==> src/rtl/xg_pkg.sv <==
package xg_pkg;

    localparam int unsigned WDOG_LIMIT_DEF = 680;
    localparam int unsigned GAP_BASE_DEF   = 4;
    localparam int unsigned WCNT_W_DEF     = 5;
    localparam int unsigned GSEL_W         = 2;

    typedef enum logic [1:0] {
        GAP_IDLE = 2'd0,
        GAP_RUN  = 2'd1,
        GAP_WAIT = 2'd2
    } gap_state_t;

    typedef struct packed {
        logic                  bc2rt;
        logic [WCNT_W_DEF-1:0] wcount;
    } msg_info_t;

    function automatic logic overrun_eligible(input msg_info_t m);
        return m.bc2rt && (m.wcount != '0);
    endfunction

    function automatic int unsigned gap_len(input int unsigned base,
                                            input logic [GSEL_W-1:0] sel);
        return base << sel;
    endfunction

endpackage

==> src/rtl/xg_watchdog.sv <==
module xg_watchdog
    import xg_pkg::*;
#(
    parameter int unsigned LIMIT = WDOG_LIMIT_DEF
) (
    input  logic clk,
    input  logic rst,
    input  logic start_cmd,
    input  logic us_tick,
    input  logic active,
    output logic shutdown
);
    localparam int unsigned CW = $clog2(LIMIT + 2);
    localparam logic [CW-1:0] LIM = CW'(LIMIT);

    logic [CW-1:0] run_cnt;
    logic          trip_sd;

    always_ff @(posedge clk) begin
        if (rst || start_cmd) begin
            run_cnt <= '0;
            trip_sd <= 1'b0;
        end else begin
            if (!active) begin
                run_cnt <= '0;
            end else if (us_tick && run_cnt <= LIM) begin
                run_cnt <= run_cnt + 1'b1;
            end
            if (active && us_tick && run_cnt == LIM) begin
                trip_sd <= 1'b1;
            end
        end
    end

    assign shutdown = trip_sd;

    AST_TRIP_AT_LIMIT: assert property (@(posedge clk) disable iff (rst)
        (active && us_tick && run_cnt == LIM && !start_cmd) |=> shutdown);
    AST_RUN_CLEARS: assert property (@(posedge clk) disable iff (rst)
        (!active) |=> (run_cnt == '0));
    AST_NO_TICK_HOLD: assert property (@(posedge clk) disable iff (rst)
        (active && !us_tick && !start_cmd) |=> $stable(run_cnt));
    AST_SD_LATCHED: assert property (@(posedge clk) disable iff (rst)
        (shutdown && !start_cmd) |=> shutdown);

endmodule

==> src/rtl/xg_overrun_ctl.sv <==
module xg_overrun_ctl
    import xg_pkg::*;
(
    input  logic      clk,
    input  logic      rst,
    input  logic      start_cmd,
    input  logic      tx_active,
    input  logic      force_overrun,
    input  msg_info_t msg,
    input  logic      shutdown,
    output logic      tx_hold
);
    logic tx_q;
    logic hold_q;
    logic tx_rise;

    assign tx_rise = tx_active && !tx_q;

    always_ff @(posedge clk) begin
        if (rst) begin
            tx_q <= 1'b0;
        end else begin
            tx_q <= tx_active;
        end
    end

    always_ff @(posedge clk) begin
        if (rst || start_cmd || shutdown) begin
            hold_q <= 1'b0;
        end else if (tx_rise && force_overrun && overrun_eligible(msg)) begin
            hold_q <= 1'b1;
        end
    end

    assign tx_hold = hold_q;

    AST_HOLD_NEEDS_FORCE: assert property (@(posedge clk) disable iff (rst)
        $rose(tx_hold) |-> ($past(force_overrun) && $past(tx_active)));
    AST_HOLD_DROPS_ON_SD: assert property (@(posedge clk) disable iff (rst)
        shutdown |=> !tx_hold);

endmodule

==> src/rtl/xg_gap_timer.sv <==
module xg_gap_timer
    import xg_pkg::*;
#(
    parameter int unsigned BASE = GAP_BASE_DEF
) (
    input  logic              clk,
    input  logic              rst,
    input  logic              start_cmd,
    input  logic              us_tick,
    input  logic              msg_done,
    input  logic [GSEL_W-1:0] gap_sel,
    input  logic              mem_ready,
    input  logic              shutdown,
    output logic              gap_done
);
    localparam int unsigned MAXLEN = BASE << ((1 << GSEL_W) - 1);
    localparam int unsigned CW     = $clog2(MAXLEN + 1);

    gap_state_t    state;
    logic [CW-1:0] tick_cnt;
    logic [CW-1:0] len_q;
    logic          done_q;

    always_ff @(posedge clk) begin
        if (rst || start_cmd) begin
            state    <= GAP_IDLE;
            tick_cnt <= '0;
            len_q    <= '0;
            done_q   <= 1'b0;
        end else begin
            done_q <= 1'b0;
            if (msg_done) begin
                state    <= GAP_RUN;
                tick_cnt <= '0;
                len_q    <= CW'(gap_len(BASE, gap_sel));
            end else begin
                unique case (state)
                    GAP_RUN: begin
                        if (us_tick) begin
                            tick_cnt <= tick_cnt + 1'b1;
                            if (tick_cnt + 1'b1 == len_q) begin
                                state <= GAP_WAIT;
                            end
                        end
                    end
                    GAP_WAIT: begin
                        if (mem_ready && !shutdown) begin
                            done_q <= 1'b1;
                            state  <= GAP_IDLE;
                        end
                    end
                    default: ;
                endcase
            end
        end
    end

    assign gap_done = done_q;

    AST_DONE_ONE_CYCLE: assert property (@(posedge clk) disable iff (rst)
        gap_done |=> !gap_done);
    AST_DONE_AFTER_MEM: assert property (@(posedge clk) disable iff (rst)
        gap_done |-> $past(mem_ready));
    AST_NO_DONE_IN_SD: assert property (@(posedge clk) disable iff (rst)
        gap_done |-> !$past(shutdown));
    AST_RESTART_RUNS: assert property (@(posedge clk) disable iff (rst)
        (msg_done && !start_cmd) |=> (state == GAP_RUN && tick_cnt == '0));

endmodule

==> src/rtl/xmit_guard.sv <==
module xmit_guard
    import xg_pkg::*;
#(
    parameter int unsigned WDOG_LIMIT = WDOG_LIMIT_DEF,
    parameter int unsigned GAP_BASE   = GAP_BASE_DEF
) (
    input  logic                  clk,
    input  logic                  rst,
    input  logic                  start_cmd,
    input  logic                  us_tick,
    input  logic                  tx_active,
    input  logic                  msg_bc2rt,
    input  logic [WCNT_W_DEF-1:0] msg_wcount,
    input  logic                  force_overrun,
    input  logic                  msg_done,
    input  logic [GSEL_W-1:0]     gap_sel,
    input  logic                  mem_ready,
    output logic                  tx_hold,
    output logic                  shutdown,
    output logic                  gap_done
);
    msg_info_t msg;
    logic      hold_w;
    logic      sd_w;
    logic      active_w;

    assign msg.bc2rt  = msg_bc2rt;
    assign msg.wcount = msg_wcount;
    assign active_w   = tx_active || hold_w;

    xg_overrun_ctl u_ovr (
        .clk           (clk),
        .rst           (rst),
        .start_cmd     (start_cmd),
        .tx_active     (tx_active),
        .force_overrun (force_overrun),
        .msg           (msg),
        .shutdown      (sd_w),
        .tx_hold       (hold_w)
    );

    xg_watchdog #(.LIMIT(WDOG_LIMIT)) u_wdog (
        .clk       (clk),
        .rst       (rst),
        .start_cmd (start_cmd),
        .us_tick   (us_tick),
        .active    (active_w),
        .shutdown  (sd_w)
    );

    xg_gap_timer #(.BASE(GAP_BASE)) u_gap (
        .clk       (clk),
        .rst       (rst),
        .start_cmd (start_cmd),
        .us_tick   (us_tick),
        .msg_done  (msg_done),
        .gap_sel   (gap_sel),
        .mem_ready (mem_ready),
        .shutdown  (sd_w),
        .gap_done  (gap_done)
    );

    assign tx_hold  = hold_w;
    assign shutdown = sd_w;

endmodule

==> config.mk <==
export PLATFORM = sky130hd
export DESIGN_NAME = xmit_guard
export DESIGN_NICKNAME = d
export VERILOG_FILES = /design/src/rtl/xg_pkg.sv /design/src/rtl/xg_watchdog.sv /design/src/rtl/xg_overrun_ctl.sv /design/src/rtl/xg_gap_timer.sv /design/src/rtl/xmit_guard.sv
export SDC_FILE = /design/constraint.sdc
export NUM_CORES = 1
export LEC_CHECK = 0
export ABC_AREA = 1
export BUFFER_PORTS_ARGS = -buffer_cell sky130_fd_sc_hd__buf_2
export CORE_UTILIZATION = 35
export CTS_CLUSTER_SIZE = 14
export DETAILED_ROUTE_END_ITERATION = 10
export MAX_ROUTING_LAYER = met4
export PLACE_DENSITY_LB_ADDON = 0.05
export SYNTH_ARGS = -nofsm -noshare
export SYNTH_HDL_FRONTEND = slang
export SYNTH_SLANG_ARGS = --single-unit
==> constraint.sdc <==
create_clock -name clk -period 1.4 [get_ports clk]
set_input_delay 0.21 -clock clk [delete_from_list [all_inputs] [get_ports clk]]
set_output_delay 0.21 -clock clk [all_outputs]
set_load 0.02 [all_outputs]
==> impl_metrics.env, run 1 <==
export IMPL_final_util_pct=48.2
export IMPL_placed_area_um2=1640
export IMPL_vias=1382
export IMPL_fin_crit_sh_pct=96.1
export IMPL_drive_above_1_share_pct=31.7
export IMPL_final_nets=250
export IMPL_synth_edf_count=0
export IMPL_routabilityCongestion=0.868
export IMPL_final_setup_viol_count=0
export IMPL_fillers=402
export IMPL_die_area_um2=4250
export IMPL_synth_flop_cell="dfxtp_1"
export IMPL_htreeDepth=1
export IMPL_grt_max_degree=16
export IMPL_dp_hpwl_um=2600
export IMPL_finalHoldViolCount=0
export IMPL_yosys_register_bits=26
export IMPL_antennaDiodeCount=0
export IMPL_grt_ovfl_total=0
export IMPL_dr_pass1_iters=4
export IMPL_numPortBuffers=18
export IMPL_worstMarginPinSlew_ns=0.249
export IMPL_min_period_ns=1.35
export IMPL_grt_usage_pct=17.5
export IMPL_cts_root_buf="clkbuf_8"
export IMPL_outcome="finished, final reports clean"
export IMPL_ys_seq_area_share_pct=37.2
export IMPL_antenna_found_initial=0
export IMPL_synthArstFlopShare_pct=0
export IMPL_viasPerCell=4.97
export IMPL_ios=19
export IMPL_syn_cell_area_um2=1400
export IMPL_critPathKind="reg -> reg"
export IMPL_cts_sinks=26
export IMPL_hold_start="rst"
export IMPL_die_x_um=65.2
export IMPL_ys_warn_count=0
export IMPL_synth_cell_type_count=32
export IMPL_syn_inst=192
export IMPL_leakage_nw=0.789
export IMPL_r2r_start="u_wdog.run_cnt[8]"
export IMPL_hold_path_class="in -> reg"
export IMPL_grt_pass1_vias=1327
export IMPL_worstPathMaxFanout=8
export IMPL_die_y_um=65.2
export IMPL_yosysTopAreaCell="dfxtp_1"
export IMPL_syn2layout_area_growth_pct=29.0
export IMPL_max_freq_ghz=0.743
export IMPL_ir_worst_vdd_mv=0.375
export IMPL_initial_core_util_pct=37.3
export IMPL_powerDensity_nw_per_um2=823
export IMPL_required_ns=1.61
export IMPL_cp_start_kind="register"
export IMPL_rsz0062_at_grt="true"
export IMPL_core_area_um2=3740
export IMPL_ant_nets=0
export IMPL_drt_iter0_drc=35
export IMPL_ctsHoldBuffers=0
export IMPL_worstPathArrival_ns=1.55
export IMPL_worstSetupEndpointType="register"
export IMPL_wl_um=3380
export IMPL_clk_latency_ns=0.27
export IMPL_cts_tree="built"
export IMPL_yosysTopAreaCellShare_pct=37.2
export IMPL_cts_made_buffers=3
export IMPL_design_area_um2=1800
export IMPL_relSlewSlack_pct=83.3
export IMPL_startpoint="u_wdog.run_cnt[8]"
export IMPL_wl_per_cell_um=12.2
export IMPL_maxCapViolCount=0
export IMPL_cts_buffer_depth=2
export IMPL_fin_skew_ns=0.00558
export IMPL_syn_area_per_cell_um2=7.28
export IMPL_fp_row_count=22
export IMPL_drc=0
export IMPL_grt_first_pass_wirelength_um=5620
export IMPL_clkTransAtPathRegs_ns=0.09
export IMPL_synth_nets=211
export IMPL_p_total_mw=1.48
export IMPL_synth_area_leaders="dfxtp_1 (37%), nand2_1 (8.9%), nand3_1 (8.6%), inv_1 (6.4%), a21oi_1 (4.7%)"
export IMPL_slew_viol_final=0
[Yosys cell counts, types with 3 or more instances]
cell,count
a21oi_1,13
dfxtp_1,26
xnor2_1,3
nand3_1,24
ha_1,3
o21ai_1,6
inv_2,4
nand2_1,33
xor2_1,6
nor2_2,3
nor2_1,15
o21ai_0,4
nand4_1,6
inv_1,24
[layout make-up]
class	instances	area, um2	area share, %
repair buffers	37	240	13.3
inverters	30	113	6.25
well taps	48	60.1	3.33
clock inverters	1	30.0	1.67
multi-input cells	133	779	43.2
flip-flops and latches	26	539	29.9
clock buffers	3	41.3	2.29
[flip-flops by register name, summed over array words and instances (netlist names)]
name             flops
u_gap.gap_done       1
u_gap.len_q          4
u_gap.state          2
u_gap.tick_cnt       6
u_ovr.tx_hold        1
u_ovr.tx_q           1
u_wdog.run_cnt      10
u_wdog.shutdown      1
[critical path, stage by stage, from the launching register on]
cell,delay [ns]
dfxtp_2,0.36
inv_2,0.06
nand4_1,0.16
o211ai_4,0.29
buf_6,0.18
nand3_1,0.10
a21oi_2,0.14
[stage by stage]
stage	TNS, ns	hold slack (ns)	worst slack (ns)	instances
detailed placement	0	0.391	0.0101	271
global placement	0	0.386	0.0530	271
finish	0	0.100	0.0543	278
global route	-0.0809	0.0974	-0.0210	278
floorplan	0	0.282	0.0572	192
CTS	0	0.0877	0.00176	275
[cells by family after synthesis]
logic type	Yosys count	synth area share (%)
AOI/OAI and AO/OA	32	14.4
adders and majority gates	3	2.69
xor gates and xnor gates	9	5.64
and+or+nand+nor	89	30.3
DFF	26	37.2
buffers and inverters	33	9.76
[repair_timing]
item                                    CTS  global route
resized for setup                         0            28
endpoints found under the setup margin    0            12
buffers inserted                          0             2
[worst paths after layout]
kind,end,depth (start not counted),slack [ns]
setup reg to reg,u_wdog.run_cnt[8],6,0.05
setup / recovery,u_wdog.run_cnt[8],6,0.05
hold / removal,u_ovr.tx_q,2,0.1
hold reg to reg,u_ovr.tx_hold,1,0.45
[routing by layer]
metal	GRT usage [%]	vias up	part of all wire, %
met1	17.2	648	42
met2	34.5	14	55
li1	-	718	-
met4	6.52	0	0.71
met5	-	-	0
met3	2.08	2	1.6
[power by group]
group | leakage (nW) | internal (mW) | switching [mW]
sequential | 0.216 | 0.744 | 0.00630
clock | 0.0357 | 0.382 | 0.238
combinational | 0.537 | 0.0495 | 0.0645
total | 0.789 | 1.18 | 0.309
[cell usage in the layout (no fill, tap or decap), types with 3 or more instances in the layout]
master,synthesis,routed
a21oi_1,13,12
buf_2,1,18
buf_4,1,17
clkbuf_8,0,3
dfxtp_1,26,15
dfxtp_2,0,9
ha_1,3,3
inv_1,24,20
inv_2,4,8
nand2_1,33,33
nand3_1,24,21
nand3_2,0,3
nand4_1,6,6
nor2_1,15,14
nor2_2,3,4
o21ai_0,4,4
o21ai_1,6,5
xnor2_1,3,3
xor2_1,6,6
No activity file was read; power rests on OpenSTA's default activity.
==> run 2: changes to the inputs <==
--- a/config.mk
+++ b/config.mk
@@ -7,6 +7,7 @@
 export LEC_CHECK = 0
 export ABC_AREA = 1
 export BUFFER_PORTS_ARGS = -buffer_cell sky130_fd_sc_hd__buf_2
+export CORE_MARGIN = 2
 export CORE_UTILIZATION = 35
 export CTS_CLUSTER_SIZE = 14
 export DETAILED_ROUTE_END_ITERATION = 10
==> impl_metrics.env, run 2 (synthesized netlist as in run 1, its figures left out) <==
export IMPL_cts_tree="built"
export IMPL_dr_pass1_iters=4
export IMPL_path_cells="inv_2, ha_2, nand2_2, nor3_4, nand3b_4, buf_2, nand3_1, a21oi_2"
export IMPL_clkTransAtPathRegs_ns=0.10
export IMPL_cts_buffer_depth=2
export IMPL_startpoint="u_wdog.run_cnt[0]"
export IMPL_mostFrequentLayoutCells="nand2_1 (32), inv_1 (20), nand3_1 (20)"
export IMPL_relSlewSlack_pct=82.9
export IMPL_die_x_um=67.2
export IMPL_ctsHoldBuffers=0
export IMPL_ant_nets=0
export IMPL_ios=19
export IMPL_maxCapViolCount=0
export IMPL_finalHoldViolCount=0
export IMPL_slew_viol_final=0
export IMPL_rsz0062_at_grt="true"
export IMPL_r2r_start="u_wdog.run_cnt[0]"
export IMPL_critPathKind="reg -> reg"
export IMPL_initial_core_util_pct=37.3
export IMPL_die_y_um=67.2
export IMPL_max_freq_ghz=0.724
export IMPL_setup_tns_ns=0
export IMPL_syn2layout_area_growth_pct=30.3
export IMPL_cts_sinks=26
export IMPL_worstPathArrival_ns=1.56
export IMPL_cts_made_buffers=3
export IMPL_die_area_um2=4510
export IMPL_viasPerCell=4.95
export IMPL_routabilityCongestion=0.805
export IMPL_final_setup_viol_count=0
export IMPL_worstPathMaxFanout=4
export IMPL_drive_above_1_share_pct=34.8
export IMPL_outcome="finished, final reports clean"
export IMPL_numPortBuffers=18
export IMPL_worstSetupEndpointType="register"
export IMPL_crit_slowest_cell="dfxtp_2"
export IMPL_fin_crit_sh_pct=98.7
export IMPL_required_ns=1.58
export IMPL_cts_root_buf="clkbuf_8"
export IMPL_powerDensity_nw_per_um2=756
export IMPL_min_period_ns=1.38
export IMPL_crit_buf_inv=2
export IMPL_grt_first_pass_wirelength_um=5970
export IMPL_dp_hpwl_um=2760
export IMPL_setup_slack_ns=0.0179
export IMPL_htreeDepth=1
export IMPL_antennaDiodeCount=0
export IMPL_hold_path_class="in -> reg"
export IMPL_place_ws_ns=-0.0164
export IMPL_fin_skew_ns=0.00196
export IMPL_hold_start="rst"
export IMPL_clk_latency_ns=0.28
export IMPL_worstMarginPinSlew_ns=0.254
export IMPL_reg_largest_list="u_wdog.run_cnt (10), u_gap.tick_cnt (6), u_gap.len_q (4)"
export IMPL_final_nets=250
export IMPL_grt_pass1_vias=1379
export IMPL_final_util_pct=48.6
export IMPL_crit_family="simple AND/OR/NAND/NOR gates"
export IMPL_drc=0
export IMPL_vias=1376
export IMPL_ir_worst_vdd_mv=0.370
export IMPL_largest_register_ffs=10
export IMPL_core_area_um2=3740
export IMPL_cp_start_kind="register"
export IMPL_grt_max_degree=15
export IMPL_p_total_mw=1.38
export IMPL_grt_usage_pct=18.1
export IMPL_grt_ovfl_total=0
export IMPL_fp_row_count=22
export IMPL_wl_per_cell_um=13.3
export IMPL_drt_iter0_drc=44
export IMPL_antenna_found_initial=0
export IMPL_final_common_cell="nand2_1"
export IMPL_cpPeakStageDelay_ns=0.35
export IMPL_leakage_nw=0.779
export IMPL_largest_register="u_wdog.run_cnt"
export IMPL_wl_um=3690
==> run 2: metal layers <==
layer	wire length, um	vias up	global-route usage [%]	part of all wire (%)
met2	2040	14	34.7	55
li1	-	711	-	-
met3	82	4	3.67	2.2
met5	0	-	-	0
met4	29	0	5.36	0.79
met1	1540	647	18.4	42
==> run 2: area by class of cell <==
type / count / area, um2
fill: 385 / 1920
inverter: 30 / 113
sequential: 26 / 543
multi-input combinational: 133 / 812
clock buffer: 4 / 55.1
timing repair buffer: 37 / 238
tap: 48 / 60.1
==> run 2: worst paths after layout <==
path	endpoint	slack, ns	cells past startpoint
worst max-delay path	u_wdog.run_cnt[6]	0.02	8
worst min-delay path	u_ovr.tx_q	0.09	2
worst max register to register	u_wdog.run_cnt[6]	0.02	8
worst min register to register	u_ovr.tx_hold	0.46	1
==> run 2: where the power goes <==
group / internal (mW) / switching (mW)
Clock: 0.252 / 0.258
Sequential: 0.742 / 0.00628
Combinational: 0.0508 / 0.0672
Total: 1.04 / 0.332
==> run 2: what timing repair did <==
| item | in CTS | in global routing |
|---|---|---|
| pin swaps | 0 | 1 |
| gates cloned | 0 | 1 |
| buffers inserted | 0 | 2 |
| gates resized for setup | 2 | 35 |
| endpoints found under the setup margin | 3 | 12 |
==> run 2: per-stage QoR <==
step	hold slack, ns	area, um2	std cells
5_1_grt	0.0817	1820	278
6_report	0.0911	1820	278
3_3_place_gp	0.386	1640	271
4_1_cts	0.0851	1710	275
3_5_place_dp	0.390	1640	271
2_1_floorplan	0.282	1400	192
==> run 3: changes to the inputs <==
--- a/config.mk
+++ b/config.mk
@@ -6,11 +6,12 @@
 export NUM_CORES = 1
 export LEC_CHECK = 0
 export ABC_AREA = 1
-export BUFFER_PORTS_ARGS = -buffer_cell sky130_fd_sc_hd__buf_2
-export CORE_MARGIN = 2
+export ABC_CLOCK_PERIOD_IN_PS = 1400
+export CORE_MARGIN = 4
 export CORE_UTILIZATION = 35
 export CTS_CLUSTER_SIZE = 14
 export DETAILED_ROUTE_END_ITERATION = 10
+export DONT_BUFFER_PORTS = 1
 export MAX_ROUTING_LAYER = met4
 export PLACE_DENSITY_LB_ADDON = 0.05
 export SYNTH_ARGS = -nofsm -noshare
==> impl_metrics.env, run 3 (synthesized netlist as in run 1, its figures left out) <==
export IMPL_wl_um=3570
export IMPL_final_util_pct=49.9
export IMPL_wl_per_cell_um=13.4
export IMPL_top_usage_layer="met2"
export IMPL_required_ns=1.60
export IMPL_grtUsageMet3_pct=2.56
export IMPL_worstSetupEndpointType="register"
export IMPL_setup_slack_ns=0.00495
export IMPL_cpPeakStageDelay_ns=0.33
export IMPL_drive_above_1_share_pct=33.8
export IMPL_clk_latency_ns=0.27
export IMPL_die_area_um2=5070
export IMPL_finalHoldViolCount=0
export IMPL_cp_start_kind="register"
export IMPL_cts_root_buf="clkbuf_8"
export IMPL_ant_nets=0
export IMPL_relSlewSlack_pct=82.3
export IMPL_worstPathArrival_ns=1.60
export IMPL_cts_buffer_depth=2
export IMPL_grt_usage_pct=14.0
export IMPL_min_period_ns=1.40
export IMPL_grt_max_degree=15
export IMPL_grt_util_met2_pct=26.3
export IMPL_die_x_um=71.2
export IMPL_ir_worst_vdd_mv=0.329
export IMPL_crit_family="simple AND/OR/NAND/NOR gates"
export IMPL_crit_buf_inv=1
export IMPL_rsz0062_at_grt="true"
export IMPL_dp_hpwl_um=2560
export IMPL_place_ws_ns=0.00452
export IMPL_routabilityCongestion=0.889
export IMPL_worstPathMaxFanout=2
export IMPL_fp_row_count=22
export IMPL_max_freq_ghz=0.717
export IMPL_dr_pass1_iters=4
export IMPL_slew_viol_final=0
export IMPL_ios=19
export IMPL_fin_crit_sh_pct=99.6
export IMPL_grt_use_met1_pct=14.8
export IMPL_final_common_cell="nand2_1"
export IMPL_critPathKind="reg -> reg"
export IMPL_grt_pass1_vias=1261
export IMPL_drt_iter0_drc=48
export IMPL_largest_register="u_wdog.run_cnt"
export IMPL_htreeDepth=1
export IMPL_whs_ns=0.0479
export IMPL_largest_register_ffs=10
export IMPL_outcome="finished, final reports clean"
export IMPL_core_area_um2=3770
export IMPL_crit_slowest_cell="dfxtp_2"
export IMPL_final_setup_viol_count=0
export IMPL_numPortBuffers=0
export IMPL_viasPerCell=5.01
export IMPL_vias=1338
export IMPL_maxCapViolCount=0
export IMPL_powerDensity_nw_per_um2=726
export IMPL_initial_core_util_pct=37.1
export IMPL_cts_tree="built"
export IMPL_path_cells="buf_4, ha_1, and3_1, nand3_1, xor2_1, nand2_1, a21oi_2"
export IMPL_clkTransAtPathRegs_ns=0.09
export IMPL_antennaDiodeCount=0
export IMPL_cts_made_buffers=3
export IMPL_grt_first_pass_wirelength_um=5600
export IMPL_reg_largest_list="u_wdog.run_cnt (10), u_gap.tick_cnt (6), u_gap.len_q (4)"
export IMPL_worstMarginPinSlew_ns=0.266
export IMPL_final_nets=239
export IMPL_leakage_nw=0.770
export IMPL_die_y_um=71.2
export IMPL_cts_sinks=26
export IMPL_grt_ovfl_total=0
export IMPL_hold_path_class="in -> reg"
export IMPL_fin_skew_ns=0.00237
export IMPL_syn2layout_area_growth_pct=34.6
export IMPL_antenna_found_initial=0
export IMPL_drc=0
export IMPL_mostFrequentLayoutCells="nand2_1 (31), inv_1 (20), buf_4 (19)"
[run 3: through the flow]
step                      power, mW  setup TNS [ns]  instances  area [um2]
after detailed placement      0.855               0        256        1580
after CTS                      1.36               0        261        1650
after global placement        0.854               0        256        1580
after global routing           1.43          -0.377        267        1880
after floorplan               0.827               0        192        1400
final                          1.37               0        267        1880
[run 3: path summary, 6_finish.rpt]
path,from,to,slack (ns),cells past startpoint
min reg2reg,u_gap.state[1],u_gap.gap_done,0.47,2
max,u_wdog.run_cnt[0],u_wdog.run_cnt[8],0.005,7
min,gap_sel[0],u_gap.len_q[4],0.05,1
max reg2reg,u_wdog.run_cnt[0],u_wdog.run_cnt[8],0.005,7
[run 3: power by group]
part | total (mW) | internal [mW] | switching [mW]
Sequential | 0.748 | 0.742 | 0.00572
Combinational | 0.122 | 0.0559 | 0.0666
Clock | 0.496 | 0.251 | 0.244
Total | 1.37 | 1.05 | 0.316
[run 3: repair_timing]
action	CTS	global route
buffers inserted	0	4
gates resized for setup	1	51
cloned	0	2
setup endpoints to repair	2	12
hold buffers	1	0
pin swaps	0	16
hold endpoints to repair	1	0
[run 3: layout make-up]
| type | instances | area [um2] |
|---|---|---|
| tap | 48 | 60.1 |
| timing repair buffer | 25 | 218 |
| fill | 380 | 1890 |
| inverter | 30 | 115 |
| clock buffer | 4 | 55.1 |
| sequential | 26 | 541 |
| multi-input combinational | 134 | 893 |
[run 3: layer usage]
layer,up-vias,wire length [um]
met5,-,0
met4,0,19
met3,2,62
met2,4,2030
met1,631,1450
li1,701,-
